--- src/rtl/miss_switch_pkg.sv ---
package miss_switch_pkg;

   typedef enum logic [1:0] {
      ST_RUN  = 2'd0,
      ST_PEN  = 2'd1,
      ST_IDLE = 2'd2
   } seq_state_e;

endpackage

--- src/rtl/miss_switch_ctx_file.sv ---
module miss_switch_ctx_file #(
   parameter int                NUM_CTX     = 2,
   parameter int                TID_W       = 1,
   parameter int                PC_W        = 32,
   parameter logic [PC_W-1:0]   BOOT_BASE   = 'h1000,
   parameter logic [PC_W-1:0]   BOOT_STRIDE = 'h1000
) (
   input  logic                 clk,
   input  logic                 rst_n,
   input  logic                 park_i,
   input  logic [TID_W-1:0]     park_tid_i,
   input  logic [PC_W-1:0]      park_pc_i,
   input  logic [NUM_CTX-1:0]   fill_done_i,
   input  logic [TID_W-1:0]     rd_tid_i,
   output logic [PC_W-1:0]      rd_pc_o,
   output logic [NUM_CTX-1:0]   waiting_o
);

   logic [PC_W-1:0] saved_q [NUM_CTX];

   for (genvar g = 0; g < NUM_CTX; g++) begin : g_ctx
      logic hit_park;
      assign hit_park = park_i && (park_tid_i == TID_W'(g));

      always_ff @(posedge clk or negedge rst_n) begin
         if (!rst_n) begin
            waiting_o[g] <= 1'b0;
            saved_q[g]   <= BOOT_BASE + BOOT_STRIDE * PC_W'(g);
         end else begin
            if (hit_park) begin
               waiting_o[g] <= 1'b1;
               saved_q[g]   <= park_pc_i;
            end else if (fill_done_i[g]) begin
               waiting_o[g] <= 1'b0;
            end
         end
      end


      wait_hold_chk: assert property (@(posedge clk) disable iff (!rst_n)
         (waiting_o[g] && !fill_done_i[g]) |=> waiting_o[g]);
   end

   assign rd_pc_o = saved_q[rd_tid_i];

endmodule

--- src/rtl/miss_switch_pick.sv ---
module miss_switch_pick #(
   parameter int NUM_CTX = 2,
   parameter int TID_W   = 1
) (
   input  logic [NUM_CTX-1:0] ready_i,
   input  logic [TID_W-1:0]   cur_i,
   input  logic               incl_cur_i,
   output logic               found_o,
   output logic [TID_W-1:0]   pick_o
);

   int best_d;
   int dist_d;

   always_comb begin
      found_o = 1'b0;
      pick_o  = cur_i;
      best_d  = NUM_CTX + 1;
      dist_d  = 0;
      for (int t = 0; t < NUM_CTX; t++) begin
         dist_d = (t - int'(cur_i) + NUM_CTX) % NUM_CTX;
         if (dist_d == 0) dist_d = NUM_CTX;
         if (ready_i[t] && (dist_d < NUM_CTX || incl_cur_i) && dist_d < best_d) begin
            best_d  = dist_d;
            pick_o  = TID_W'(t);
            found_o = 1'b1;
         end
      end
   end

endmodule

--- src/rtl/miss_switch_seq.sv ---
module miss_switch_seq
   import miss_switch_pkg::*;
#(
   parameter int                NUM_CTX   = 2,
   parameter int                TID_W     = 1,
   parameter int                PC_W      = 32,
   parameter int                PENALTY   = 4,
   parameter logic [PC_W-1:0]   BOOT_BASE = 'h1000
) (
   input  logic                 clk,
   input  logic                 rst_n,
   input  logic                 miss_valid_i,
   input  logic [TID_W-1:0]     miss_tid_i,
   input  logic                 retire_valid_i,
   input  logic [PC_W-1:0]      retire_next_pc_i,
   input  logic [NUM_CTX-1:0]   waiting_i,
   input  logic                 pick_found_i,
   input  logic [TID_W-1:0]     pick_tid_i,
   input  logic [PC_W-1:0]      pick_pc_i,
   output logic                 incl_cur_o,
   output logic                 park_o,
   output logic [TID_W-1:0]     park_tid_o,
   output logic [PC_W-1:0]      park_pc_o,
   output logic [TID_W-1:0]     active_tid_o,
   output logic                 flush_o,
   output logic                 fetch_en_o,
   output logic                 pc_load_o,
   output logic [PC_W-1:0]      resume_pc_o
);

   localparam int               CNT_W    = (PENALTY > 2) ? $clog2(PENALTY) : 1;
   localparam logic [CNT_W-1:0] PEN_LAST = CNT_W'(PENALTY - 1);

   seq_state_e        st_q,    st_d;
   logic [CNT_W-1:0]  cnt_q,   cnt_d;
   logic              pend_q,  pend_d;
   logic [TID_W-1:0]  act_q,   act_d;
   logic [PC_W-1:0]   track_q, track_d;
   logic              flush_q, flush_d;
   logic              load_q,  load_d;
   logic              hit;
   logic              do_sw;

   assign hit   = miss_valid_i && (miss_tid_i == act_q) && !waiting_i[act_q];
   assign do_sw = ((st_q == ST_RUN) && hit) ||
                  ((st_q == ST_PEN) && (cnt_q == '0) && (pend_q || hit));

   always_comb begin
      st_d    = st_q;
      cnt_d   = cnt_q;
      pend_d  = pend_q;
      act_d   = act_q;
      track_d = track_q;
      flush_d = 1'b0;
      load_d  = 1'b0;
      if (do_sw) begin
         st_d    = ST_PEN;
         cnt_d   = PEN_LAST;
         pend_d  = 1'b0;
         flush_d = 1'b1;
         if (pick_found_i) begin
            act_d   = pick_tid_i;
            track_d = pick_pc_i;
         end
      end else begin
         unique case (st_q)
            ST_RUN: begin
               if (retire_valid_i) track_d = retire_next_pc_i;
            end
            ST_PEN: begin
               if (cnt_q != '0) begin
                  cnt_d  = cnt_q - 1'b1;
                  pend_d = pend_q | hit;
               end else if (waiting_i[act_q]) begin
                  st_d = ST_IDLE;
               end else begin
                  st_d   = ST_RUN;
                  load_d = 1'b1;
               end
            end
            ST_IDLE: begin
               if (pick_found_i) begin
                  act_d   = pick_tid_i;
                  track_d = pick_pc_i;
                  st_d    = ST_RUN;
                  load_d  = 1'b1;
               end
            end
            default: st_d = ST_RUN;
         endcase
      end
   end

   always_ff @(posedge clk or negedge rst_n) begin
      if (!rst_n) begin
         st_q    <= ST_RUN;
         cnt_q   <= '0;
         pend_q  <= 1'b0;
         act_q   <= '0;
         track_q <= BOOT_BASE;
         flush_q <= 1'b0;
         load_q  <= 1'b1;
      end else begin
         st_q    <= st_d;
         cnt_q   <= cnt_d;
         pend_q  <= pend_d;
         act_q   <= act_d;
         track_q <= track_d;
         flush_q <= flush_d;
         load_q  <= load_d;
      end
   end

   assign incl_cur_o   = (st_q == ST_IDLE);
   assign park_o       = do_sw;
   assign park_tid_o   = act_q;
   assign park_pc_o    = track_q;
   assign active_tid_o = act_q;
   assign flush_o      = flush_q;
   assign fetch_en_o   = (st_q == ST_RUN);
   assign pc_load_o    = load_q;
   assign resume_pc_o  = track_q;


   switch_flush_chk: assert property (@(posedge clk) disable iff (!rst_n)
      (fetch_en_o && miss_valid_i && miss_tid_i == active_tid_o) |=> (flush_o && !fetch_en_o));


   foreign_miss_chk: assert property (@(posedge clk) disable iff (!rst_n)
      (fetch_en_o && miss_valid_i && miss_tid_i != active_tid_o) |=> !flush_o);


   flush_pulse_chk: assert property (@(posedge clk) disable iff (!rst_n)
      flush_o |=> !flush_o);


   load_rise_chk: assert property (@(posedge clk) disable iff (!rst_n)
      $rose(fetch_en_o) |-> pc_load_o);

endmodule

--- src/rtl/miss_switch_ctrl.sv ---
module miss_switch_ctrl #(
   parameter int                NUM_CTX     = 2,
   parameter int                TID_W       = $clog2(NUM_CTX),
   parameter int                PC_W        = 32,
   parameter int                PENALTY     = 4,
   parameter logic [PC_W-1:0]   BOOT_BASE   = 'h1000,
   parameter logic [PC_W-1:0]   BOOT_STRIDE = 'h1000
) (
   input  logic                 clk,
   input  logic                 rst_n,
   input  logic                 miss_valid,
   input  logic [TID_W-1:0]     miss_tid,
   input  logic [NUM_CTX-1:0]   fill_done,
   input  logic                 retire_valid,
   input  logic [PC_W-1:0]      retire_next_pc,
   output logic [TID_W-1:0]     active_tid,
   output logic                 flush,
   output logic                 fetch_en,
   output logic                 pc_load,
   output logic [PC_W-1:0]      resume_pc
);

   if (NUM_CTX < 2)                 $error("NUM_CTX must be at least 2");
   if (TID_W != $clog2(NUM_CTX))    $error("TID_W must equal clog2(NUM_CTX)");
   if (PENALTY < 2)                 $error("PENALTY must be at least 2");
   if (PC_W < 2)                    $error("PC_W too small");

   logic [NUM_CTX-1:0] waiting;
   logic               incl_cur;
   logic               pick_found;
   logic [TID_W-1:0]   pick_tid;
   logic [PC_W-1:0]    pick_pc;
   logic               park;
   logic [TID_W-1:0]   park_tid;
   logic [PC_W-1:0]    park_pc;

   miss_switch_ctx_file #(
      .NUM_CTX     (NUM_CTX),
      .TID_W       (TID_W),
      .PC_W        (PC_W),
      .BOOT_BASE   (BOOT_BASE),
      .BOOT_STRIDE (BOOT_STRIDE)
   ) u_ctx (
      .clk         (clk),
      .rst_n       (rst_n),
      .park_i      (park),
      .park_tid_i  (park_tid),
      .park_pc_i   (park_pc),
      .fill_done_i (fill_done),
      .rd_tid_i    (pick_tid),
      .rd_pc_o     (pick_pc),
      .waiting_o   (waiting)
   );

   miss_switch_pick #(
      .NUM_CTX    (NUM_CTX),
      .TID_W      (TID_W)
   ) u_pick (
      .ready_i    (~waiting),
      .cur_i      (active_tid),
      .incl_cur_i (incl_cur),
      .found_o    (pick_found),
      .pick_o     (pick_tid)
   );

   miss_switch_seq #(
      .NUM_CTX   (NUM_CTX),
      .TID_W     (TID_W),
      .PC_W      (PC_W),
      .PENALTY   (PENALTY),
      .BOOT_BASE (BOOT_BASE)
   ) u_seq (
      .clk              (clk),
      .rst_n            (rst_n),
      .miss_valid_i     (miss_valid),
      .miss_tid_i       (miss_tid),
      .retire_valid_i   (retire_valid),
      .retire_next_pc_i (retire_next_pc),
      .waiting_i        (waiting),
      .pick_found_i     (pick_found),
      .pick_tid_i       (pick_tid),
      .pick_pc_i        (pick_pc),
      .incl_cur_o       (incl_cur),
      .park_o           (park),
      .park_tid_o       (park_tid),
      .park_pc_o        (park_pc),
      .active_tid_o     (active_tid),
      .flush_o          (flush),
      .fetch_en_o       (fetch_en),
      .pc_load_o        (pc_load),
      .resume_pc_o      (resume_pc)
   );


   ready_run_chk: assert property (@(posedge clk) disable iff (!rst_n)
      fetch_en |-> !waiting[active_tid]);

endmodule

--- config.mk ---
export PLATFORM = sky130hd
export DESIGN_NAME = miss_switch_ctrl
export DESIGN_NICKNAME = d
export VERILOG_FILES = /design/src/rtl/miss_switch_pkg.sv /design/src/rtl/miss_switch_ctx_file.sv /design/src/rtl/miss_switch_pick.sv /design/src/rtl/miss_switch_seq.sv /design/src/rtl/miss_switch_ctrl.sv
export SDC_FILE = /design/constraint.sdc
export NUM_CORES = 1
export LEC_CHECK = 0
export ABC_AREA = 1
export BUFFER_PORTS_ARGS = -buffer_cell sky130_fd_sc_hd__buf_2
export CORE_MARGIN = 2
export CORE_UTILIZATION = 30
export CTS_BUF_LIST = sky130_fd_sc_hd__clkbuf_4
export CTS_CLUSTER_DIAMETER = 80
export DETAILED_ROUTE_END_ITERATION = 6
export PLACE_DENSITY = 0.46
export SYNTH_ARGS = -nofsm -noshare
export SYNTH_HDL_FRONTEND = slang
export SYNTH_HIERARCHICAL = 1
export SYNTH_SLANG_ARGS = --single-unit
export TNS_END_PERCENT = 50
--- constraint.sdc ---
create_clock -name clk -period 1.6 [get_ports clk]
set_input_delay 0.32 -clock clk [delete_from_list [all_inputs] [get_ports clk]]
set_output_delay 0.32 -clock clk [all_outputs]
set_load 0.05 [all_outputs]
==> results of run 1 <==
-- power breakdown --
group	internal, mW	switching [mW]
Sequential	3.94	1.24
Combinational	7.13	9.88
Clock	0.484	0.953
-- final cells by class --
class | instances | area, µm² | area share, %
Multi-Input combinational cell | 699 | 3740 | 40.0
Sequential cell | 106 | 2690 | 28.8
Timing Repair Buffer | 192 | 2210 | 23.7
Tap cell | 275 | 344 | 3.69
Inverter | 55 | 223 | 2.39
Clock buffer | 10 | 75.1 | 0.804
Clock inverter | 6 | 58.8 | 0.630
-- registers in the layout, indices dropped and copies added (netlist names) --
signal,count
u_ctx/saved_q,64
u_seq/park_pc_o,32
u_ctx/waiting_o,2
u_seq/cnt_q,2
u_seq/st_q,2
u_seq/active_tid_o,1
u_seq/flush_o,1
u_seq/pc_load_o,1
u_seq/pend_q,1
-- logic make-up (layout without fill, tap and decap cells) --
kind of cell    count (synthesis)  count (layout)
fa+ha+maj                       4               4
simple gates                  650             650
flops                         106             106
buf+inv                       150             263
compound gates                 45              45
-- cells in the mapped netlist (3+ instances only) --
| cell | count |
|---|---|
| nand3_1 | 162 |
| clkbuf_1 | 11 |
| nor2_1 | 3 |
| dfrtp_1 | 102 |
| inv_1 | 52 |
| a21oi_1 | 3 |
| nand2_4 | 4 |
| nand2_2 | 3 |
| buf_1 | 5 |
| buf_2 | 31 |
| buf_4 | 42 |
| nand2_1 | 473 |
| ha_1 | 4 |
| o21ai_0 | 39 |
| buf_6 | 6 |
| dfstp_2 | 4 |
-- worst max-delay path by stage --
stage | to | slack, ps
after global routing | u_seq/park_pc_o[3]$_DFFE_PN0P_ | -390
after global placement | u_seq/park_pc_o[6]$_DFFE_PN0P_ | -240
after floorplan | u_seq/park_pc_o[23]$_DFFE_PN0P_ | -100
after CTS | fetch_en | -240
final | u_ctx/saved_q[21]$_DFFE_PN0P_ | -270
after detailed placement | u_seq/park_pc_o[6]$_DFFE_PN0P_ | -270
-- worst min-delay path: cells and delay by family --
kind | cells | cell delay [ps]
buffers and inverters | 1 | 80
and+or+nand+nor | 6 | 320
-- timing repair --
item,in CTS,in global routing
hold buffers,3,0
setup buffers,27,13
endpoints found under the setup margin,139,140
pin swaps,30,58
gates resized for setup,125,224
endpoints found under the hold margin,24,0
gates cloned,16,5
-- metal layers --
layer	GRT usage, %	part of all wire (%)	vias up
met5	0	0	-
li1	-	-	3190
met3	3.76	5.6	25
met1	28.6	44	3115
met4	5.09	1.7	0
met2	35.5	49	186
==> results.md, run 1 <==
* Yosys cell types at 25
* XOR/XNOR Fraction of Synth Area at 0%
* Failing checks: negative setup slack
* Number of global-route vias before repair at 6263
* Final Hold Viols at 0
* Pwr/cell area at 2530 nW/µm²
* Fin cells at 1343
* Adder-cell area share of the yosys netlist at 0.776%
* Die ar. at 22700 µm²
* R2R setup slack at -270 ps
* Worst reg2reg path depth at 13
* Drt wl/cell at 17.9 µm
* Layout cells sized above 1 at 37.5%
* Yosys warning count at 6
* Outcome: finished with violations
* Setup TNS at -20160 ps
* Final GP Congestion at 0.756
* Crit Path Category: flip-flop to flip-flop
* Worst slew pin tran at 524 ps
* Layout Area Growth over Synthesis at 44.7%
* RR Endpoint: u_ctx/saved_q[21]$_DFFE_PN0P_
* Cell taking the most area after synthesis: dfrtp_1
* Crit-path leading delay family: simple AND/OR/NAND/NOR gates
* Inst Count DP at 1275
* Gate Count Post-Synth at 955
* Syn_area_per_cell at 6.76 µm²
* Post-layout util at 44.3%
* Initial Utilization at 30.6%
* FFs w/ async S/R, synth at 100%
* Post-DP Area at 7370 µm²
* Commonest cells after routing, fill and taps aside: nand2_1, nand3_1, dfrtp_1
* Final nets at 1106
* Post-synth top flop: dfrtp_1
* Post-route cell area at 9340 µm²
* Dpl hpwl at 13.2 mm
* Max H-tree Level at 3
* Hold Path End: u_seq/park_pc_o[3]$_DFFE_PN0P_
* Row cnt at 53
* CP max stage delay at 480 ps
* Pins Over Slew Limit at 0
* Most common cell after layout, fill and taps aside: nand2_1
* Clk Latency, worst-skew pair at 510 ps
* Sequential area share after synthesis at 41.2%
* Critical Path RT at 2000 ps
* RSZ-0062 raised after global routing: yes
* Max Cap Viol at 0
* Static Leak at 4.72 nW
* Ports at 75
* Mux cell area share after synthesis at 0%
* Setup Skew at 23.0 ps
* Routed Antenna Nets at 0
* Starting DRT DRC Count at 435
* Die X at 151 µm
* Ant diodes at 0
* CTS sink count at 106
* Avg Vias per Cell at 4.85
* Reg-to-reg startpoint: u_seq/active_tid_o$_DFFE_PN0P_
* Final WS setup at -270 ps
* Cell Chain, Critical Path: buf_6 > inv_8 > nand2_4 > nand2_4 > nand3_4 > nand2_4 > nand2_8 > nand2_8 > nand2_8 > buf_12 > buf_8 > nand2_1 > nand2_1
* Area share of and/or/nand/nor cells after synthesis at 42.0%
* CP Data Arrival Time at 2270 ps
* Post-synthesis compound-gate area fraction at 3.61%
* Crit path time final at 1870 ps
* Area contributors post-synth: dfrtp_1, nand2_1, nand3_1
* Max_slew headroom at 65.1%
* Synthesized cell area at 6450 µm²
* IO Port Bufs at 74
* Clock Tree Root: clkbuf_4
* Final worst path period share at 117%
* Largest family of logic cells by synthesized area: simple AND/OR/NAND/NOR gates
* Vias at 6516
* Worst-path fanout max at 5
* Mapped Nets at 998
* Filler cells at 2199
* Post-synth EDFFs at 0
* Gr usage total at 21.3%
* Worst Hold Depth at 7
* CP Launch Type: flip-flop
* Crit path from: u_seq/active_tid_o$_DFFE_PN0P_
* Final setup vio count at 108
* Cts bufs inserted at 9
* Clk slew on worst S/H paths at 180 ps
* Setup WS pre-CTS at -271 ps
* Total wire length at 24.0 mm
* Worst min path class: input pin to flip-flop
* Global route overflow at 0
* CTS Buffer Depth at 2
* Slowest CP cell: dfrtp_2
* Buf/Inv on CP at 4
* Pre-antenna DRT Iters at 5
* Global-route wire length before repair at 36.4 mm
* Total chip power at 23.6 mW
* Max Fclk at 535 MHz
* TritonCTS clock tree: built
* FF+latch count, synth at 106
* # DRC at 0
* Die H at 151 µm
* Core area at 21100 µm²
* Initial antenna violation count at 0
* Hold Slack at 218 ps
* Cell depth of the worst setup path at 13
* Peak VDD IR at 1.01 mV
* Top-area cell type share of the netlist area at 39.6%
* Worst hold start: retire_next_pc[3]
* Largest net degree at the start of global routing at 34
* Crit end category: flip-flop
Note: power is estimated with default switching activity, not from simulation.
==> run 2, diff against run 1 <==
Settings changed: ABC_AREA 1 to not set, PLACE_DENSITY 0.46 to 0.47, SETUP_SLACK_MARGIN set to 0.1.
==> run 2 against run 1 <==
The flow still finishes with violations (negative setup slack). Design area is 25% lower. Count of clock-buffer cells in the layout stayed put. Sequential power is 7.3% lower. Area after synthesis is 12% lower. Fmax is 11% lower. Utilization is 6.6 points lower. Largest power group unchanged.
==> results.md, run 2 <==
* Outcome: finished with violations
* Failing checks: negative setup slack
* Max Cap Viol at 0
* Hold Path End: u_seq/park_pc_o[8]$_DFFE_PN0P_
* Pwr/cell area at 2040 nW/µm²
* Final nets at 586
* Max_slew headroom at 72.5%
* Reg-to-reg startpoint: u_seq/active_tid_o$_DFFE_PN0P_
* Max Fclk at 476 MHz
* Gr usage total at 13.7%
* Ports at 75
* TritonCTS clock tree: built
* Avg Vias per Cell at 4.60
* Starting DRT DRC Count at 178
* Initial Utilization at 30.5%
* Crit Path Category: flip-flop to flip-flop
* Comb power frac at 58.0%
* Clk slew on worst S/H paths at 170 ps
* Slowest CP cell: dfrtp_4
* Pins Over Slew Limit at 0
* Global-route wire length before repair at 21.0 mm
* Post-synth top flop: dfrtp_1
* RSZ-0062 raised after global routing: yes
* Synthesized cell area at 5690 µm²
* Pre-antenna DRT Iters at 4
* Crit end category: flip-flop
* FF+latch count, synth at 106
* Initial antenna violation count at 2
* Final WS setup at -500 ps
* CP Data Arrival Time at 2480 ps
* CTS sink count at 106
* Post-synthesis compound-gate area fraction at 11.4%
* Routed Antenna Nets at 0
* FFs w/ async S/R, synth at 100%
* Area share of and/or/nand/nor cells after synthesis at 5.65%
* Largest family of logic cells by synthesized area: multiplexers
* CP max stage delay at 540 ps
* Post-synth EDFFs at 0
* Worst reg2reg path depth at 7
* Sw frac at 42.3%
* CTS Buffer Depth at 2
* IO Port Bufs at 74
* Reg power frac at 33.5%
* Clock power share at 8.5%
* Worst hold start: retire_next_pc[8]
* Top-area cell type share of the netlist area at 44.9%
* Drt wl/cell at 17.1 µm
* Final worst path period share at 131%
* Final setup vio count at 105
* Dpl hpwl at 8.82 mm
* R2R setup slack at -500 ps
* CP Launch Type: flip-flop
* Yosys warning count at 6
* Mapped Nets at 496
* Final Hold Viols at 0
* Die ar. at 20100 µm²
* Static Leak at 3.27 nW
* Critical Path RT at 1980 ps
* Most common cell after layout, fill and taps aside: dfrtp_1
* Crit path time final at 2100 ps
* Final GP Congestion at 0.760
* Max H-tree Level at 3
* Largest reg by FF count: u_ctx/saved_q
* Adder-cell area share of the yosys netlist at 0.880%
* Cts bufs inserted at 9
* Most frequent cell after synthesis: dfrtp_1
* Worst slew pin tran at 412 ps
* # DRC at 0
* Post-layout util at 37.7%
* Die X at 142 µm
* Global route overflow at 0
* Internal at 8.29 mW
* Setup Skew at 33.5 ps
* Worst-path fanout max at 8
* Yosys cell types at 44
* Clk Latency, worst-skew pair at 490 ps
* Total chip power at 14.4 mW
* Mux cell area share after synthesis at 21.7%
* Largest net degree at the start of global routing at 42
* Commonest cells post-synth: dfrtp_1, inv_1, mux2_2, buf_4, nand3_1
* Cell taking the most area after synthesis: dfrtp_1
* Worst min path class: input pin to flip-flop
* Syn_area_per_cell at 12.6 µm²
* Gate Count Post-Synth at 453
* Commonest cells after routing, fill and taps aside: dfrtp_1, inv_1, mux2_2
* Core area at 18600 µm²
* Clock Tree Root: clkbuf_4
* Area contributors post-synth: dfrtp_1, mux2_2, o221ai_2
* Sequential area share after synthesis at 46.7%
* Total wire length at 13.4 mm
* Number of global-route vias before repair at 3855
* Switching pwr at 6.08 mW
* Layout cells sized above 1 at 56.0%
* Crit-path leading delay family: simple AND/OR/NAND/NOR gates
* Buf/Inv on CP at 2
* Vias at 3603
* Layout Area Growth over Synthesis at 23.6%
* Cell Chain, Critical Path: nor4b_4 > o21ai_2 > a21oi_2 > nor2b_4 > buf_4 > buf_12 > mux2_2
* Worst Hold Depth at 3
* Max reg flops at 64
* XOR/XNOR Fraction of Synth Area at 0%
* RR Endpoint: u_ctx/saved_q[58]$_DFFE_PN0P_
* Hold Slack at 46.1 ps
* Row cnt at 50
* Die H at 142 µm
* Peak VDD IR at 0.845 mV
-- run 2: changes by cell type in the layout (fill, tap and decap cells not counted), sizes merged, moves of 4 or more --
cell	change
a21o	+4
buf	-36
clkbuf	-18
inv	+21
mux2	+98
nand2	-474
nand3	-132
nor2b	+4
o21ai	-34
o221ai	+32
-- run 2: worst max-delay path by stage --
stage,startpoint,end,slack [ps],cells after the start
2_1_floorplan,u_seq/active_tid_o$_DFFE_PN0P_,u_ctx/saved_q[32]$_DFFE_PN0P_,-550,7
3_3_place_gp,u_seq/active_tid_o$_DFFE_PN0P_,u_ctx/saved_q[47]$_DFFE_PN0P_,-410,6
3_5_place_dp,u_seq/active_tid_o$_DFFE_PN0P_,u_ctx/saved_q[33]$_DFFE_PN0P_,-470,6
4_1_cts,u_seq/active_tid_o$_DFFE_PN0P_,u_ctx/saved_q[58]$_DFFE_PN0P_,-480,7
5_1_grt,u_seq/active_tid_o$_DFFE_PN0P_,u_ctx/saved_q[42]$_DFFE_PN0P_,-580,7
6_report,u_seq/active_tid_o$_DFFE_PN0P_,u_ctx/saved_q[58]$_DFFE_PN0P_,-500,7
-- run 2: cell type report --
| cell class | count | area [µm²] |
|---|---|---|
| antenna | 1 | 2.50 |
| clock buffer | 10 | 75.1 |
| clock inverter | 6 | 31.3 |
| fill | 1829 | 11600 |
| inverter | 74 | 278 |
| multi-input combinational | 215 | 2370 |
| sequential | 106 | 2660 |
| tap | 234 | 293 |
| timing repair buffer | 137 | 1320 |
-- run 2: stage by stage --
stage	TNS (ps)	cell area (µm²)	instances	worst slack, ps
after CTS	-42180	6860	776	-479
after global routing	-52070	7030	782	-576
after detailed placement	-40740	6380	748	-466
after floorplan	-43850	5720	453	-555
after global placement	-36250	6380	748	-409
final	-44370	7030	783	-500
-- run 2: repair_timing --
item | 4_1_cts | 5_1_grt
buffers inserted | 8 | 5
pin swaps | 5 | 32
cloned | 2 | 2
hold buffers | 2 | 0
gates resized for setup | 77 | 22
hold endpoints to repair | 26 | 0
setup endpoints to repair | 141 | 140
-- run 2: power groups by stage --
stage	clock, mW	sequential, mW	combinational (mW)
2_1_floorplan	0	4.59	6.02
3_3_place_gp	0	4.72	7.31
3_5_place_dp	0	4.79	7.46
4_1_cts	1.30	4.79	8.10
5_1_grt	1.42	4.98	8.90
6_report	1.22	4.81	8.33
-- run 2: cells by family after synthesis --
family          after synthesis
buf+inv                     132
flops                       106
fa+ha+maj                     4
mux                         100
simple gates                 56
compound gates               55
-- run 2: metal layers --
layer	GRT usage (%)	vias to the layer above	routed length, µm
met2	22.2	55	6440
li1	-	1723	-
met5	0	-	11
met3	3.91	14	584
met4	4.05	2	167
met1	17.9	1809	6180
-- run 2: worst min-delay path: stages --
cell and delay, ps:
buf_2 70, nand3_1 60, o221ai_2 60
